File: config.mk
export PLATFORM = sky130hd
export DESIGN_NAME = cmdFramer
export DESIGN_NICKNAME = d
export VERILOG_FILES = /design/src/rtl/cmdFramerPkg.sv /design/src/rtl/cmdFramerCtrl.sv /design/src/rtl/cmdFramerData.sv /design/src/rtl/cmdFramer.sv
export SDC_FILE = /design/constraint.sdc
export NUM_CORES = 1
export LEC_CHECK = 0
export BUFFER_PORTS_ARGS = -buffer_cell sky130_fd_sc_hd__buf_4
export CAP_MARGIN = 40
export CORE_MARGIN = 3
export CORE_UTILIZATION = 50
export CTS_BUF_LIST = sky130_fd_sc_hd__clkbuf_4 sky130_fd_sc_hd__clkbuf_8
export DETAILED_ROUTE_END_ITERATION = 16
export PLACE_DENSITY_LB_ADDON = 0.25
export SYNTH_ARGS = -nofsm -noshare
export SYNTH_HDL_FRONTEND = slang
export SYNTH_HIERARCHICAL = 1
export SYNTH_SLANG_ARGS = --single-unit
File: constraint.sdc
create_clock -name clk -period 13.73 [get_ports clk]
set_input_delay 2.0595 -clock clk [delete_from_list [all_inputs] [get_ports clk]]
set_output_delay 2.0595 -clock clk [all_outputs]
set_load 0.01 [all_outputs]
File: src/rtl/cmdFramerPkg.sv
package cmdFramerPkg;
  localparam int WordW     = 32;
  localparam int OpW       = 8;
  localparam int MaxPkt    = 12;
  localparam int CntW      = $clog2(MaxPkt + 1);
  localparam int EnvCount  = 8;
  localparam int StatusW   = 13;
  localparam int DimW      = 16;
  localparam int RemW      = 2 * DimW;

  typedef enum logic [1:0] {
    sCollect, sApply, sSend, sXfer
  } state_t;

  typedef struct packed {
    logic capture;
    logic apply;
    logic send;
    logic pixel;
  } strobe_t;

  typedef struct packed {
    logic pktDone;
    logic opWrite;
    logic opRead;
    logic xferZero;
    logic sendLast;
    logic pixLast;
  } hint_t;

  function automatic logic [CntW-1:0] extraWords(input logic [OpW-1:0] op);
    int e;
    int nv;
    e = 0;
    nv = op[3] ? 4 : 3;
    case (op[7:5])
      3'd0: e = (op == 8'h02) ? 2 : 0;
      3'd1: e = nv * (1 + int'(op[2]) + int'(op[4])) - int'(op[4]);
      3'd2: e = (op[3:2] == 2'b01) ? 0 : 2 + int'(op[4]) + int'(op[3]);
      3'd3: e = (op[4:3] == 2'b00) ? 2 + int'(op[2]) : 1 + int'(op[2]);
      3'd4: e = (op == 8'h80) ? 3 : 0;
      3'd5: e = (op == 8'hA0) ? 2 : 0;
      3'd6: e = (op == 8'hC0) ? 2 : 0;
      default: e = 0;
    endcase
    return CntW'(e);
  endfunction
endpackage

File: src/rtl/cmdFramerCtrl.sv
module cmdFramerCtrl
  import cmdFramerPkg::*;
(
  input  logic    clk,
  input  logic    rstN,
  input  logic    inValid,
  input  hint_t   hint,
  output strobe_t strobe,
  output logic    inReady,
  output logic    outValid
);
  state_t state, nextState;

  always_comb begin
    strobe.capture = (state == sCollect) && inValid;
    strobe.apply   = (state == sApply);
    strobe.send    = (state == sSend);
    strobe.pixel   = (state == sXfer) && inValid;
    inReady        = (state == sCollect) || (state == sXfer);
    outValid       = (state == sSend);
  end

  always_comb begin
    nextState = state;
    case (state)
      sCollect: if (strobe.capture && hint.pktDone) nextState = sApply;
      sApply: begin
        if (hint.opWrite && !hint.xferZero)  nextState = sXfer;
        else if (hint.opWrite || hint.opRead) nextState = sCollect;
        else                                  nextState = sSend;
      end
      sSend: if (hint.sendLast) nextState = sCollect;
      sXfer: if (strobe.pixel && hint.pixLast) nextState = sCollect;
      default: nextState = sCollect;
    endcase
  end

  always_ff @(posedge clk) begin
    if (!rstN) state <= sCollect;
    else       state <= nextState;
  end
endmodule

File: src/rtl/cmdFramerData.sv
module cmdFramerData
  import cmdFramerPkg::*;
(
  input  logic                     clk,
  input  logic                     rstN,
  input  logic [WordW-1:0]         inData,
  input  strobe_t                  strobe,
  output hint_t                    hint,
  output logic [WordW-1:0]         outData,
  output logic                     outLast,
  output logic [WordW-1:0]         pixData,
  output logic                     xferValid,
  output logic                     xferIsRead,
  output logic [9:0]               xferX,
  output logic [8:0]               xferY,
  output logic [DimW-1:0]          xferW,
  output logic [DimW-1:0]          xferH,
  output logic [StatusW-1:0]       statusBits,
  output logic [EnvCount*WordW-1:0] envRegs,
  output logic                     pixDirty
);
  logic [WordW-1:0] pktBuf [MaxPkt];
  logic [WordW-1:0] envArr [EnvCount];
  logic [CntW-1:0]  cnt, lenReg, sendIdx, curLen;
  logic [OpW-1:0]   opReg, curOp;
  logic [RemW-1:0]  remWords, pixCount;

  assign curOp    = (cnt == '0) ? inData[WordW-1 -: OpW] : opReg;
  assign curLen   = extraWords(curOp) + CntW'(1);
  assign pixCount = pktBuf[2][DimW-1:0] * pktBuf[2][WordW-1:DimW];

  always_comb begin
    hint.pktDone  = (cnt == curLen - CntW'(1));
    hint.opWrite  = (opReg == 8'hA0);
    hint.opRead   = (opReg == 8'hC0);
    hint.xferZero = (pixCount == '0);
    hint.sendLast = (sendIdx == lenReg - CntW'(1));
    hint.pixLast  = (remWords == RemW'(1));
  end

  assign outData = pktBuf[sendIdx];
  assign outLast = strobe.send && hint.sendLast;
  assign pixData = inData;

  for (genvar k = 0; k < EnvCount; k++) begin : g_env
    assign envRegs[k*WordW +: WordW] = envArr[k];
  end

  always_ff @(posedge clk) begin
    if (strobe.capture) begin
      pktBuf[cnt] <= inData;
      if (cnt == '0) begin
        opReg  <= curOp;
        lenReg <= curLen;
      end
    end
  end

  always_ff @(posedge clk) begin
    if (!rstN) begin
      cnt        <= '0;
      sendIdx    <= '0;
      remWords   <= '0;
      xferValid  <= 1'b0;
      xferIsRead <= 1'b0;
      xferX      <= '0;
      xferY      <= '0;
      xferW      <= '0;
      xferH      <= '0;
      statusBits <= '0;
      pixDirty   <= 1'b0;
      for (int k = 0; k < EnvCount; k++) envArr[k] <= '0;
    end else begin
      xferValid <= 1'b0;
      if (strobe.capture) cnt <= hint.pktDone ? '0 : cnt + CntW'(1);
      if (strobe.send)    sendIdx <= sendIdx + CntW'(1);
      if (strobe.pixel)   remWords <= remWords - RemW'(1);
      if (strobe.apply) begin
        sendIdx <= '0;
        if (opReg >= 8'h02 && opReg < 8'hC0) pixDirty <= 1'b1;
        if ((opReg & 8'hF4) == 8'h24) statusBits[8:0] <= pktBuf[4][8:0];
        if ((opReg & 8'hF4) == 8'h34) statusBits[8:0] <= pktBuf[5][8:0];
        if (opReg == 8'hE1) statusBits[10:0]  <= pktBuf[0][10:0];
        if (opReg == 8'hE6) statusBits[12:11] <= pktBuf[0][1:0];
        if (opReg[7:3] == 5'b11100) envArr[opReg[2:0]] <= pktBuf[0];
        if (hint.opWrite || hint.opRead) begin
          xferValid  <= 1'b1;
          xferIsRead <= hint.opRead;
          xferX      <= pktBuf[1][9:0];
          xferY      <= pktBuf[1][24:16];
          xferW      <= pktBuf[2][DimW-1:0];
          xferH      <= pktBuf[2][WordW-1:DimW];
          remWords   <= RemW'(pixCount[RemW-1:1]) + RemW'(pixCount[0]);
        end
      end
    end
  end
endmodule

File: src/rtl/cmdFramer.sv
module cmdFramer
  import cmdFramerPkg::*;
(
  input  logic                      clk,
  input  logic                      rstN,
  input  logic                      inValid,
  input  logic [31:0]               inData,
  output logic                      inReady,
  output logic                      outValid,
  output logic [31:0]               outData,
  output logic                      outLast,
  output logic                      pixValid,
  output logic [31:0]               pixData,
  output logic                      xferValid,
  output logic                      xferIsRead,
  output logic [9:0]                xferX,
  output logic [8:0]                xferY,
  output logic [15:0]               xferW,
  output logic [15:0]               xferH,
  output logic [12:0]               statusBits,
  output logic [255:0]              envRegs,
  output logic                      pixDirty
);
  strobe_t strobe;
  hint_t   hint;

  cmdFramerCtrl u_ctrl (
    .clk(clk), .rstN(rstN), .inValid(inValid), .hint(hint),
    .strobe(strobe), .inReady(inReady), .outValid(outValid)
  );

  cmdFramerData u_data (
    .clk(clk), .rstN(rstN), .inData(inData), .strobe(strobe), .hint(hint),
    .outData(outData), .outLast(outLast), .pixData(pixData),
    .xferValid(xferValid), .xferIsRead(xferIsRead), .xferX(xferX),
    .xferY(xferY), .xferW(xferW), .xferH(xferH),
    .statusBits(statusBits), .envRegs(envRegs), .pixDirty(pixDirty)
  );

  assign pixValid = strobe.pixel;
endmodule

==> impl_metrics.csv <==
group,metric,value,unit
status,status,"finished clean",
clock_network,cts.root.buffer_cell,"clkbuf_8",
hold_path,hp-class,"reg2reg",
cells_and_area,drive_gt1_share,22.9,%
sta,rsz0062_at_grt,"no",
floorplanning,die_y,290,um
floorplanning,rows,103,
yosys,synth_top_area_share,48.7,%
sta,setup_viol,0,
clock_network,h-tree-depth,3,
setup_path,cpMostUsedCell,"fa_1",
pwr,pwr-share-comb,41.2,%
setup_path,critPathSlowestCell,"edfxtp_1",
sta,hold_violations,0,
yosys,yosysSeqAreaShare,54.3,%
pwr,p_int,4990,uW
yosys,synth_area_leaders,"edfxtp_1 (49%), fa_1 (9.8%), and2_1 (6.0%)",
pwr,leakagePower,0.0185,uW
yosys,yosysMostFrequentCell,"edfxtp_1",
placed_design,hpwlAfterDp,75.6,mm
cells_and_area,fill_cells,6415,
clock_network,cts_buffer_depth,3,
clock_network,clock_latency,0.78,ns
yosys,syn-cell-area,0.0402,mm^2
yosys,synth_edf_count,652,
grt,grt_max_degree,69,
clock_network,clock_sinks,765,
yosys,ys_warn_count,6,
sta,slew_violations,0,
yosys,synth_ff_type,"edfxtp_1",
grt,grt-ovfl-total,0,
yosys,async_reset_ff_share,0,%
drt,drc_errors,0,
pwr,vdd_ir_drop_max,179,uV
setup_path,crit_start,"u_data/pktBuf[2][7]$_DFFE_PP_",
sta,setup_slack,5.69,ns
run,cap_violations,0,
drt,routed_wl,109,mm
drt,avgRoutedWirePerCell,23.3,um
setup_path,crit_fanout,18,
grt,gr-usage-all-layers,25.7,%
clock_network,cts_tree,"yes",
drt,ant_nets,0,
yosys,yosys-top-cells-count,"edfxtp_1 (652), and2_1 (387), nand2_1 (348)",
cells_and_area,final-seq-area,0.0219,mm^2
grt,grt_pass1_wl,162,mm
pwr,swShare,38.8,%
pwr,clkPwrFrac,24.7,%
cells_and_area,syn2layout_area_growth,17.0,%
yosys,synth_cell_types,83,
sta,relSlewSlack,35.2,%
grt,grt_pass1_vias,26200,
pwr,seqPwrFrac,34.1,%
sta,tightest_slew,0.972,ns
placed_design,gp_congestion,0.875,
sta,min_period_over_period,58.6,%
clock_network,clkTransAtPathRegs,0.06,ns
sta,fin_crit,8.04,ns
floorplanning,dieArea,0.0839,mm^2
drt,first_pass_iters,7,
setup_path,cp.arrival,8.65,ns
drt,num_vias,26100,
setup_path,reg2reg_from,"u_data/pktBuf[2][7]$_DFFE_PP_",
sta,skew,0.0594,ns
cells_and_area,nNetsFinal,3875,
hold_path,hold_depth,1,
cells_and_area,multi_input_area,0.0167,mm^2
drt,via_per_inst,5.59,
placed_design,dpl_worst_slack,5.82,ns
pwr,p_sw,3160,uW
clock_network,hold_buffers,0,
floorplanning,ioPinCount,426,
yosys,syn_avg_cell_area,12.9,um^2
setup_path,cp-start-kind,"register",
clock_network,postCtsSetupBuffers,0,
setup_path,worstPathRequired,14.34,ns
clock_network,numCtsBuffers,120,
yosys,synthCells,3115,
floorplanning,start_util,50.7,%
pwr,power.density,173,mW/mm^2
setup_path,r2r_cells,25,
setup_path,cp-end-kind,"register",
grt,antenna_found_initial,4,
yosys,synth_seq_cells,765,
sta,fmax,124,MHz
yosys,synth_fp_nets,3473,
hold_path,worstHoldStart,"u_data/statusBits[9]$_SDFFE_PN0P_",
setup_path,path_class,"reg2reg",
setup_path,cp_slowest_stage_delay,0.84,ns
drt,drt_iter0_markers,2084,
floorplanning,core,0.0794,mm^2
clock_network,post_cts_resized,0,
floorplanning,dieWidth,290,um
sta,tns,0,ns
placed_design,port-buffer-count,425,
yosys,synth_top_area_cell,"edfxtp_1",
==> worst paths after layout <==
check,endpoint,slack (ns)
min reg2reg,u_data/statusBits[9]$_SDFFE_PN0P_,0.45
max reg2reg,u_ctrl/state[0]$_SDFFE_PN0P_,5.69
min,u_data/statusBits[9]$_SDFFE_PN0P_,0.45
max,u_ctrl/state[0]$_SDFFE_PN0P_,5.69
==> registers in the layout (all words and copies together) (netlist names), named ones only <==
name	flops
u_ctrl/state	2
u_data/cnt	4
u_data/envArr	256
u_data/lenReg	4
u_data/opReg	8
u_data/pixDirty	1
u_data/pktBuf	384
u_data/remWords	32
u_data/sendIdx	4
u_data/statusBits	13
u_data/xferH	16
u_data/xferIsRead	1
u_data/xferValid	1
u_data/xferW	16
u_data/xferX	10
u_data/xferY	9
==> cell usage in the layout (no fill, tap or decap), types with 23 or more instances in the layout <==
cell type | Yosys | final
edfxtp_1 | 652 | 652
buf_4 | 33 | 461
and2_1 | 387 | 383
nand2_1 | 348 | 348
inv_1 | 257 | 257
fa_1 | 196 | 196
clkbuf_8 | 0 | 137
ha_1 | 127 | 127
dfxtp_1 | 113 | 109
mux4_2 | 96 | 96
nor2_1 | 74 | 67
o21ai_0 | 67 | 62
xnor2_1 | 61 | 61
mux2i_1 | 57 | 57
a21boi_0 | 54 | 54
clkbuf_4 | 0 | 49
a21oi_1 | 44 | 44
nor3_1 | 36 | 34
nand3_1 | 28 | 27
xor2_1 | 24 | 24
nand4_1 | 23 | 23
==> layout make-up <==
cell class / instances / area share [%]
clock buffer: 186 / 4.79
clock inverter: 38 / 0.654
timing repair buffer: 470 / 7.78
tap: 1050 / 2.79
sequential: 765 / 46.5
antenna: 6 / 0.0319
multi-input combinational: 1903 / 35.5
inverter: 257 / 2.05
==> through the flow <==
| step | instances | instance area [um^2] | hold WS, ns | power [uW] | util [%] |
|---|---|---|---|---|---|
| 6_report | 4675 | 47000 | 0.453 | 8150 | 59.3 |
| 5_1_grt | 4672 | 47000 | 0.475 | 8640 | 59.3 |
| 4_1_cts | 4669 | 47000 | 0.458 | 8150 | 59.2 |
| 3_5_place_dp | 4445 | 44500 | 0.443 | 6120 | 56.0 |
| 3_3_place_gp | 4436 | 44300 | 0.436 | 6100 | 55.8 |
| 2_1_floorplan | 3115 | 40200 | 0.468 | 5200 | - |
==> routing by layer <==
metal	global-route usage, %	share of wire [%]	vias to the layer above
li1	-	-	11700
met1	36.3	42	13100
met2	40.2	47	1105
met3	6.01	8.1	208
met4	7.46	3.1	0
met5	0	0	-
==> power by group through the flow <==
| stage | Clock, uW | Combinational [uW] | Sequential [uW] |
|---|---|---|---|
| after floorplan | 0 | 2460 | 2750 |
| after global placement | 0 | 3280 | 2820 |
| after detailed placement | 0 | 3300 | 2820 |
| after CTS | 2050 | 3330 | 2770 |
| after global routing | 2140 | 3710 | 2790 |
| final | 2010 | 3360 | 2780 |
==> cell families (layout without fill, tap and decap cells) <==
group | Yosys count | in the layout | share of synthesized area, %
other cells | 0 | 6 | 0
fa+ha+maj | 323 | 323 | 13.7
mux | 158 | 158 | 6.94
xor+xnor | 87 | 87 | 1.95
simple gates | 1035 | 1035 | 13.6
buf+inv | 447 | 951 | 4.53
flops | 765 | 765 | 54.3
compound gates | 300 | 300 | 5.01
==> worst max-delay path, delay by kind of cell, from the launching register on <==
family	cells	cell delay, ns
adder cells (fa/ha/maj)	7	3.52
AND/OR/NAND/NOR	7	1.84
AO/OA/AOI/OAI	4	1.17
flip-flops	1	0.84
buffers and inverters	5	0.25
XOR/XNOR	1	0.15
multiplexers	1	0.10
No activity file was read; power rests on OpenSTA's default activity.
